===== src/rtl/wkup_pkg.sv =====
`timescale 1ns/1ps
package wkup_pkg;
  localparam int ADDR_W = 2;
  typedef enum logic [ADDR_W-1:0] {
    REG_SEL  = 2'd0,
    REG_EN   = 2'd1,
    REG_PEND = 2'd2
  } reg_addr_e;
endpackage


===== src/rtl/wkup_sync.sv =====
`timescale 1ns/1ps
module wkup_sync #(
  parameter int N_PINS = 8,
  parameter int STAGES = 2
) (
  input  logic              clk_i,
  input  logic              rst_ni,
  input  logic [N_PINS-1:0] pin_i,
  input  logic [N_PINS-1:0] fall_sel_i,
  output logic [N_PINS-1:0] edge_o
);
  logic [N_PINS-1:0] stg_q [STAGES];
  logic [N_PINS-1:0] prev_q;
  logic [N_PINS-1:0] cur, rise, fall;

  always_ff @(posedge clk_i or negedge rst_ni) begin
    if (!rst_ni) stg_q[0] <= '0;
    else         stg_q[0] <= pin_i;
  end

  for (genvar s = 1; s < STAGES; s++) begin : g_stage
    always_ff @(posedge clk_i or negedge rst_ni) begin
      if (!rst_ni) stg_q[s] <= '0;
      else         stg_q[s] <= stg_q[s-1];
    end
  end

  assign cur = stg_q[STAGES-1];

  // previous sample is independent of polarity, so a select change cannot fake an edge
  always_ff @(posedge clk_i or negedge rst_ni) begin
    if (!rst_ni) prev_q <= '0;
    else         prev_q <= cur;
  end

  assign rise   = cur & ~prev_q;
  assign fall   = ~cur & prev_q;
  assign edge_o = (rise & ~fall_sel_i) | (fall & fall_sel_i);

  p_no_edge_flat_r11: assert property (@(posedge clk_i) disable iff (!rst_ni)
    (cur == prev_q) |-> (edge_o == '0));
endmodule


===== src/rtl/wkup_regs.sv =====
`timescale 1ns/1ps
module wkup_regs
  import wkup_pkg::*;
#(
  parameter int N_PINS = 8
) (
  input  logic              clk_i,
  input  logic              rst_ni,
  input  logic [ADDR_W-1:0] addr_i,
  input  logic              we_i,
  input  logic [N_PINS-1:0] wdata_i,
  input  logic [N_PINS-1:0] edge_i,
  output logic [N_PINS-1:0] rdata_o,
  output logic [N_PINS-1:0] sel_o,
  output logic [N_PINS-1:0] en_o,
  output logic [N_PINS-1:0] pend_o
);
  logic [N_PINS-1:0] sel_q, en_q, pend_q;
  logic [N_PINS-1:0] keep_mask, hit;
  logic              wr_sel, wr_en, wr_pend;

  assign wr_sel  = we_i && (addr_i == REG_SEL);
  assign wr_en   = we_i && (addr_i == REG_EN);
  assign wr_pend = we_i && (addr_i == REG_PEND);

  assign keep_mask = wr_pend ? wdata_i : '1;
  assign hit       = edge_i & en_q;

  always_ff @(posedge clk_i or negedge rst_ni) begin
    if (!rst_ni) begin
      sel_q  <= '0;
      en_q   <= '0;
      pend_q <= '0;
    end else begin
      if (wr_sel) sel_q <= wdata_i;
      if (wr_en)  en_q  <= wdata_i;
      pend_q <= (pend_q & keep_mask) | hit;  // new edge beats clear
    end
  end

  always_comb begin
    unique case (addr_i)
      REG_SEL:  rdata_o = sel_q;
      REG_EN:   rdata_o = en_q;
      REG_PEND: rdata_o = pend_q;
      default:  rdata_o = '0;
    endcase
  end

  assign sel_o  = sel_q;
  assign en_o   = en_q;
  assign pend_o = pend_q;

  p_no_set_disabled_r3: assert property (@(posedge clk_i) disable iff (!rst_ni)
    (pend_q & ~$past(pend_q) & ~$past(en_q)) == '0);
  p_sticky_r4: assert property (@(posedge clk_i) disable iff (!rst_ni)
    !wr_pend |=> ((~pend_q & $past(pend_q)) == '0));
  p_edge_wins_r9: assert property (@(posedge clk_i) disable iff (!rst_ni)
    (hit != '0) |=> ((pend_q & $past(hit)) == $past(hit)));
endmodule


===== src/rtl/wkup_ctrl.sv =====
`timescale 1ns/1ps
module wkup_ctrl
  import wkup_pkg::*;
#(
  parameter int N_PINS = 8,
  parameter int SYNC_STAGES = 2
) (
  input  logic              clk_i,
  input  logic              rst_ni,
  input  logic [ADDR_W-1:0] addr_i,
  input  logic              we_i,
  input  logic [N_PINS-1:0] wdata_i,
  output logic [N_PINS-1:0] rdata_o,
  input  logic [N_PINS-1:0] pin_i,
  input  logic              blk_ie_i,
  input  logic              glb_ie_i,
  output logic              wake_o,
  output logic              irq_o,
  output logic              halt_ok_o
);
  logic [N_PINS-1:0] sel, en, pend, edge_hit;

  wkup_sync #(.N_PINS(N_PINS), .STAGES(SYNC_STAGES)) u_sync (
    .clk_i      (clk_i),
    .rst_ni     (rst_ni),
    .pin_i      (pin_i),
    .fall_sel_i (sel),
    .edge_o     (edge_hit)
  );

  wkup_regs #(.N_PINS(N_PINS)) u_regs (
    .clk_i   (clk_i),
    .rst_ni  (rst_ni),
    .addr_i  (addr_i),
    .we_i    (we_i),
    .wdata_i (wdata_i),
    .edge_i  (edge_hit),
    .rdata_o (rdata_o),
    .sel_o   (sel),
    .en_o    (en),
    .pend_o  (pend)
  );

  assign wake_o    = |(pend & en);
  assign irq_o     = wake_o & blk_ie_i & glb_ie_i;
  assign halt_ok_o = ~wake_o;

  p_irq_gate_r6: assert property (@(posedge clk_i) disable iff (!rst_ni)
    irq_o |-> (wake_o && blk_ie_i && glb_ie_i));
  p_halt_block_r7: assert property (@(posedge clk_i) disable iff (!rst_ni)
    ((pend & en) != '0) |-> !halt_ok_o);
  p_wake_src_r5: assert property (@(posedge clk_i) disable iff (!rst_ni)
    wake_o |-> (pend != '0));
endmodule


===== config.mk =====
export PLATFORM = sky130hd
export DESIGN_NAME = wkup_ctrl
export DESIGN_NICKNAME = d
export VERILOG_FILES = /design/src/rtl/wkup_pkg.sv /design/src/rtl/wkup_sync.sv /design/src/rtl/wkup_regs.sv /design/src/rtl/wkup_ctrl.sv
export SDC_FILE = /design/constraint.sdc
export NUM_CORES = 1
export LEC_CHECK = 0
export BUFFER_PORTS_ARGS = -buffer_cell sky130_fd_sc_hd__buf_2
export CAP_MARGIN = 20
export CORE_UTILIZATION = 55
export CTS_CLUSTER_DIAMETER = 100
export CTS_CLUSTER_SIZE = 24
export DETAILED_ROUTE_END_ITERATION = 6
export GPL_TIMING_DRIVEN = 1
export HOLD_SLACK_MARGIN = 0.06
export PLACE_DENSITY = 0.79
export SETUP_SLACK_MARGIN = 0.3
export SLEW_MARGIN = 25
export SYNTH_ARGS = -nofsm -noshare
export SYNTH_HDL_FRONTEND = slang
export SYNTH_SLANG_ARGS = --single-unit

===== constraint.sdc =====
create_clock -name clk_i -period 2.4 [get_ports clk_i]
set_clock_uncertainty 0.05 [all_clocks]
set_input_delay 0.12 -clock clk_i [delete_from_list [all_inputs] [get_ports clk_i]]
set_output_delay 0.12 -clock clk_i [all_outputs]
set_load 0.02 [all_outputs]

# Word-level counts from Yosys, hierarchy flattened
# Cells that the tools add are included.
totals:
  regBits: 48
  inputBits: 23
  output_inout_bits: 11
  wordCells: 30
op_classes:
  n_eq_ne: 2
  n_mux: 2
  n_bitwise: 15
  reduce_logical: 5
ops:
  columns: ["op", "n"]
  rows:
  - ["$and A8 B8 Y8", 7]
  - ["$not A8 Y8", 3]
  - ["$pmux W8 S3", 1]
  - ["$or A8 B8 Y8", 2]
  - ["$mux W8", 1]
  - ["$reduce_or A8 Y1", 1]
  - ["$logic_and A1 B1 Y1", 3]
  - ["$and A1 B1 Y1", 2]
  - ["$eq A2 B1 Y1 const B", 1]
  - ["$eq A2 B2 Y1 const B", 1]
  - ["$logic_not A2 Y1", 1]
  - ["$not A1 Y1", 1]

# Longest topological paths before layout
logic_depth:
  ltp_word: 6
  ltp_mapped: 4
  depth_no_buf: 3

# Cells and area by module
# A second synthesis with hierarchy kept.
hier_totals:
  hier_cells: 135
  area_unflattened_um2: 1979.4
by_module_without_submodules:
  columns: ["module", "n_inst", "cells_per_inst", "area_per_inst_um2", "seq_area_each_um2"]
  rows:
  - ["wkup_regs", 1, 79, 1124.8, 600.6]
  - ["wkup_sync", 1, 48, 777.0, 600.6]
  - ["wkup_ctrl", 1, 8, 77.6, 0.0]

# Worst setup path after synthesis
# Ideal clock, no wire load.
synth_path:
  path_kind: "register to output"
  startpoint: "reg u_regs.en_q[1], in the netlist u_regs.en_o[1]"
  endpoint: "out irq_o"
  arrival_ns: 1.196
  required_time_ns: 2.230
  setup_slack_ns: 1.034
  stages_incl_launch_ff: 4
  n_path_buf: 0
  cell_sequence: "dfrtp_1 -> a22oi_1 -> nand4_1 -> and3_1"
synth_via:
  elab_chain_len: 4
synth_lines:
  columns: ["element", "line_no", "source"]
  rows:
  - ["from (decl)", "wkup_regs.sv:18", "logic [N_PINS-1:0] sel_q, en_q, pend_q;"]
  - ["from (signal assigned)", "wkup_regs.sv:36", "if (wr_en) en_q <= wdata_i;"]
  - ["$and A8 B8 Y8", "wkup_ctrl.sv:44", "assign wake_o = |(pend & en);"]
  - ["$reduce_or A8 Y1", "wkup_ctrl.sv:44", null]
  - ["named net wake_o", "wkup_ctrl.sv:17", "output logic wake_o,"]
  - ["$and A1 B1 Y1 (2 in a row)", "wkup_ctrl.sv:45", "assign irq_o = wake_o & blk_ie_i & glb_ie_i;"]
  - ["to (decl)", "wkup_ctrl.sv:18", "output logic irq_o,"]
# The timed path passes the listed nets, and every way through them passes these cells.

# Worst setup path in the final report
layout_path:
  startpoint: "reg u_regs.en_q[1], in the netlist u_regs.en_o[1]"
  endpoint: "out irq_o"
layout_via:
  elab_chain_len: 4
layout_lines:
  columns: ["element", "line_no"]
  rows:
  - ["$and A8 B8 Y8", "wkup_ctrl.sv:44"]
  - ["$reduce_or A8 Y1", "wkup_ctrl.sv:44"]
  - ["$and A1 B1 Y1 (2 in a row)", "wkup_ctrl.sv:45"]
# No other way between the ends.

==> summary.md <==
| Metric | Value |
|---|---|
| Synth Net Count | `165` |
| Final WL | `3.57 mm` |
| Total of max-cap violations | `0` |
| Top FF cell, synth | `dfrtp_1` |
| Setup violators final | `0` |
| Post-synthesis instance total | `142` |
| Die area | `0.00367 mm2` |
| Routed Antenna Nets | `0` |
| WP buf/inv | `1` |
| Clock latency on the worst-skew pair | `0.36 ns` |
| H-tree levels | `2` |
| Post-synth EDFFs | `0` |
| IO Pins | `34` |
| Top post-synthesis cells by area | `dfrtp_1, mux2_2, o21ai_0` |
| Clock transition at path regs | `0.12 ns` |
| Root buf cell | `clkbuf_4` |
| Met1 WL | `1.49 mm` |
| CP top delay family | `flip-flops` |
| Most common cell after layout, fill and taps aside | `dfrtp_1` |
| Die H | `60.6 um` |
| CP arrival | `1.58 ns` |
| Vias | `1286` |
| Buffers added on ports | `33` |
| GR Util All Layers | `23.1%` |
| Seq cells post-synth | `48` |
| Yosys top cell area share | `63.7%` |
| HPWL Detailed | `2.50 mm` |
| Pre-Repair DR Iteration Count | `4` |
| Remaining Overflow, GRT | `0` |
| Vias/cell | `5.34` |
| Post-layout min period | `1.75 ns` |
| Crit Path Max Fanout | `4` |
| Total CTS buffers | `5` |
| Sequential-to-total area share from yosys stat | `a little under two thirds` |
| Commonest non-fill, non-tap cells in the layout | `dfrtp_1, buf_2, o21ai_0` |
| Status | `finished, final reports clean` |
| Top sig layer | `met4` |
| Final net count | `219` |
| Critical-path top delay cell | `dfrtp_1` |
| Tcrit/Tclk final | `72.8%` |
| Core Box Area | `0.00315 mm2` |
| Antenna diode count | `0` |
| CTS tree | `built` |
| Worst path max stage delay | `0.44 ns` |
| Final hold vios | `0` |
| Fill count | `approximately 230` |
| Initial antenna violation count | `0` |
| Met3 wire length | `171 um` |
| Die span in x | `60.6 um` |
| Cell area after synthesis | `roughly 0.0019 mm2` |
| Worst path cell trace | `a22oi_1 -> nand4_1 -> and3_1 -> buf_2` |
| Peak supply drop | `0.000657 V` |
| First-pass GRT wire length | `5.87 mm` |
| P&R area growth vs syn | `24.0%` |
| Power Dens Cells | `773 mW/mm2` |
| Crit end category | `output port` |
| Wire length per cell | `~15 um` |
| Slew Limit Fails | `0` |
| CTS sink cnt | `48` |
| Cell accounting for the most synthesized area | `dfrtp_1` |
| Site row count | `20` |
| Residual DRC | `0` |
| Mapped Avg Cell Area | `13.3 um2` |
| Slew @ Worst Pin | `between 0.5 and 0.6 ns` |
| Ys Warns | `0` |
| Worst setup SP type | `flip-flop` |
| Vias in the first global route | `around 1300` |
| Largest net degree at the start of global routing | `49` |
| Initial Util | `59.8%` |
| Worst path required time | `between 2 and 2.5 ns` |
| Post-CTS sizing | `0` |
| Ys async rst share | `100%` |
| HP Class | `in2reg` |
| Initial DRC Count | `60` |
| Unrepaired setup endpoints after global routing | `no` |
| Leak | `1.09 nW` |
| Hold slack | `0.195 ns` |
| Share of cells above drive strength 1 | `29.4%` |
| Placer Congestion | `0.744` |
| Max frequency | `573 MHz` |
| Yosys cell types | `18` |
| Detail Route met2 WL | `1.83 mm` |
| Slew headroom | `61.8%` |
| Final setup TNS | `0 ns` |
| Longest Clk Path Bufs | `2` |
| Setup Crit Path Kind | `reg2out` |
==> sequential cells by signal (all words and copies together) (netlist names) <==
signal         cells
u_sync.prev_q      8
u_regs.pend_o      8
u_regs.en_o        8
u_sync.stg_q       8
u_sync.cur         8
u_regs.sel_o       8
==> synth_stat cells (all sizes together), types with 2 or more instances <==
master,count
buf,2
nand2,16
mux2i,8
nand3b,2
nor3b,9
mux2,16
o21ai,24
a22oi,4
and3b,8
dfrtp,48
==> per-stage QoR <==
step	power [mW]	setup slack, ns	cell area, um2	instances	utilization, %
after floorplan	1.22	1.03	1890	142	-
after global placement	1.33	1.01	2090	216	66.3
after detailed placement	1.35	0.978	2090	216	66.3
after CTS	1.83	0.650	2340	241	74.1
after global routing	1.92	0.551	2340	241	74.2
final	1.81	0.654	2340	241	74.2
==> worst register-to-register path: stages (launching register included) <==
cell	delay, ns
dfrtp_1	0.44
and3b_1	0.20
o21ai_0	0.16
nand2_1	0.06
==> report_power, final <==
part           internal, mW  leakage, nW  total [mW]  switching [mW]
Clock                 0.218       0.0422       0.453           0.234
Combinational         0.166        0.497       0.337           0.171
Sequential            0.922        0.555        1.02          0.0967
Total                  1.31         1.09        1.81           0.502
==> cell type report <==
class	count	area, um2	area share, %
inverters	1	3.75	0.160
flip-flops and latches	48	1200	51.3
clock buffers	6	41.3	1.76
multi-input cells	90	666	28.4
well taps	44	55.1	2.35
repair buffers	50	338	14.4
clock inverters	2	35.0	1.50
==> final timing paths <==
path | start | endpoint | slack [ns] | depth (start not counted)
max | u_regs.en_o[1]$_DFFE_PN0P_ | irq_o | 0.65 | 4
min | we_i | u_regs.en_o[6]$_DFFE_PN0P_ | 0.19 | 3
max reg2reg | u_regs.sel_o[3]$_DFFE_PN0P_ | u_regs.pend_o[3]$_DFF_PN0_ | 1.39 | 3
min reg2reg | u_sync.stg_q[10]$_DFF_PN0_ | u_sync.cur[2]$_DFF_PN0_ | 0.31 | 0
max in group asynchronous | rst_ni | u_regs.pend_o[1]$_DFF_PN0_ | 1.68 | 2
min in group asynchronous | rst_ni | u_regs.pend_o[3]$_DFF_PN0_ | 0.22 | 2
==> kinds of logic after synthesis <==
logic type / Yosys count / synth area share, %
flops: 48 / 63.7
mux: 24 / 13.8
compound gates: 28 / 7.96
simple gates: 38 / 13.5
buf+inv: 4 / 1.06
==> routing by layer <==
metal / global-route usage [%] / up-vias
met2: 39.4 / 34
met5: 0 / -
li1: - / 613
met3: 6.61 / 7
met4: 10.7 / 0
met1: 27.2 / 632
==> what timing repair did <==
item | CTS | global route
setup buffers | 0 | 0
endpoints found under the hold margin | 80 | 0
hold buffers | 17 | 0
Note: power is estimated with default switching activity, not from simulation.
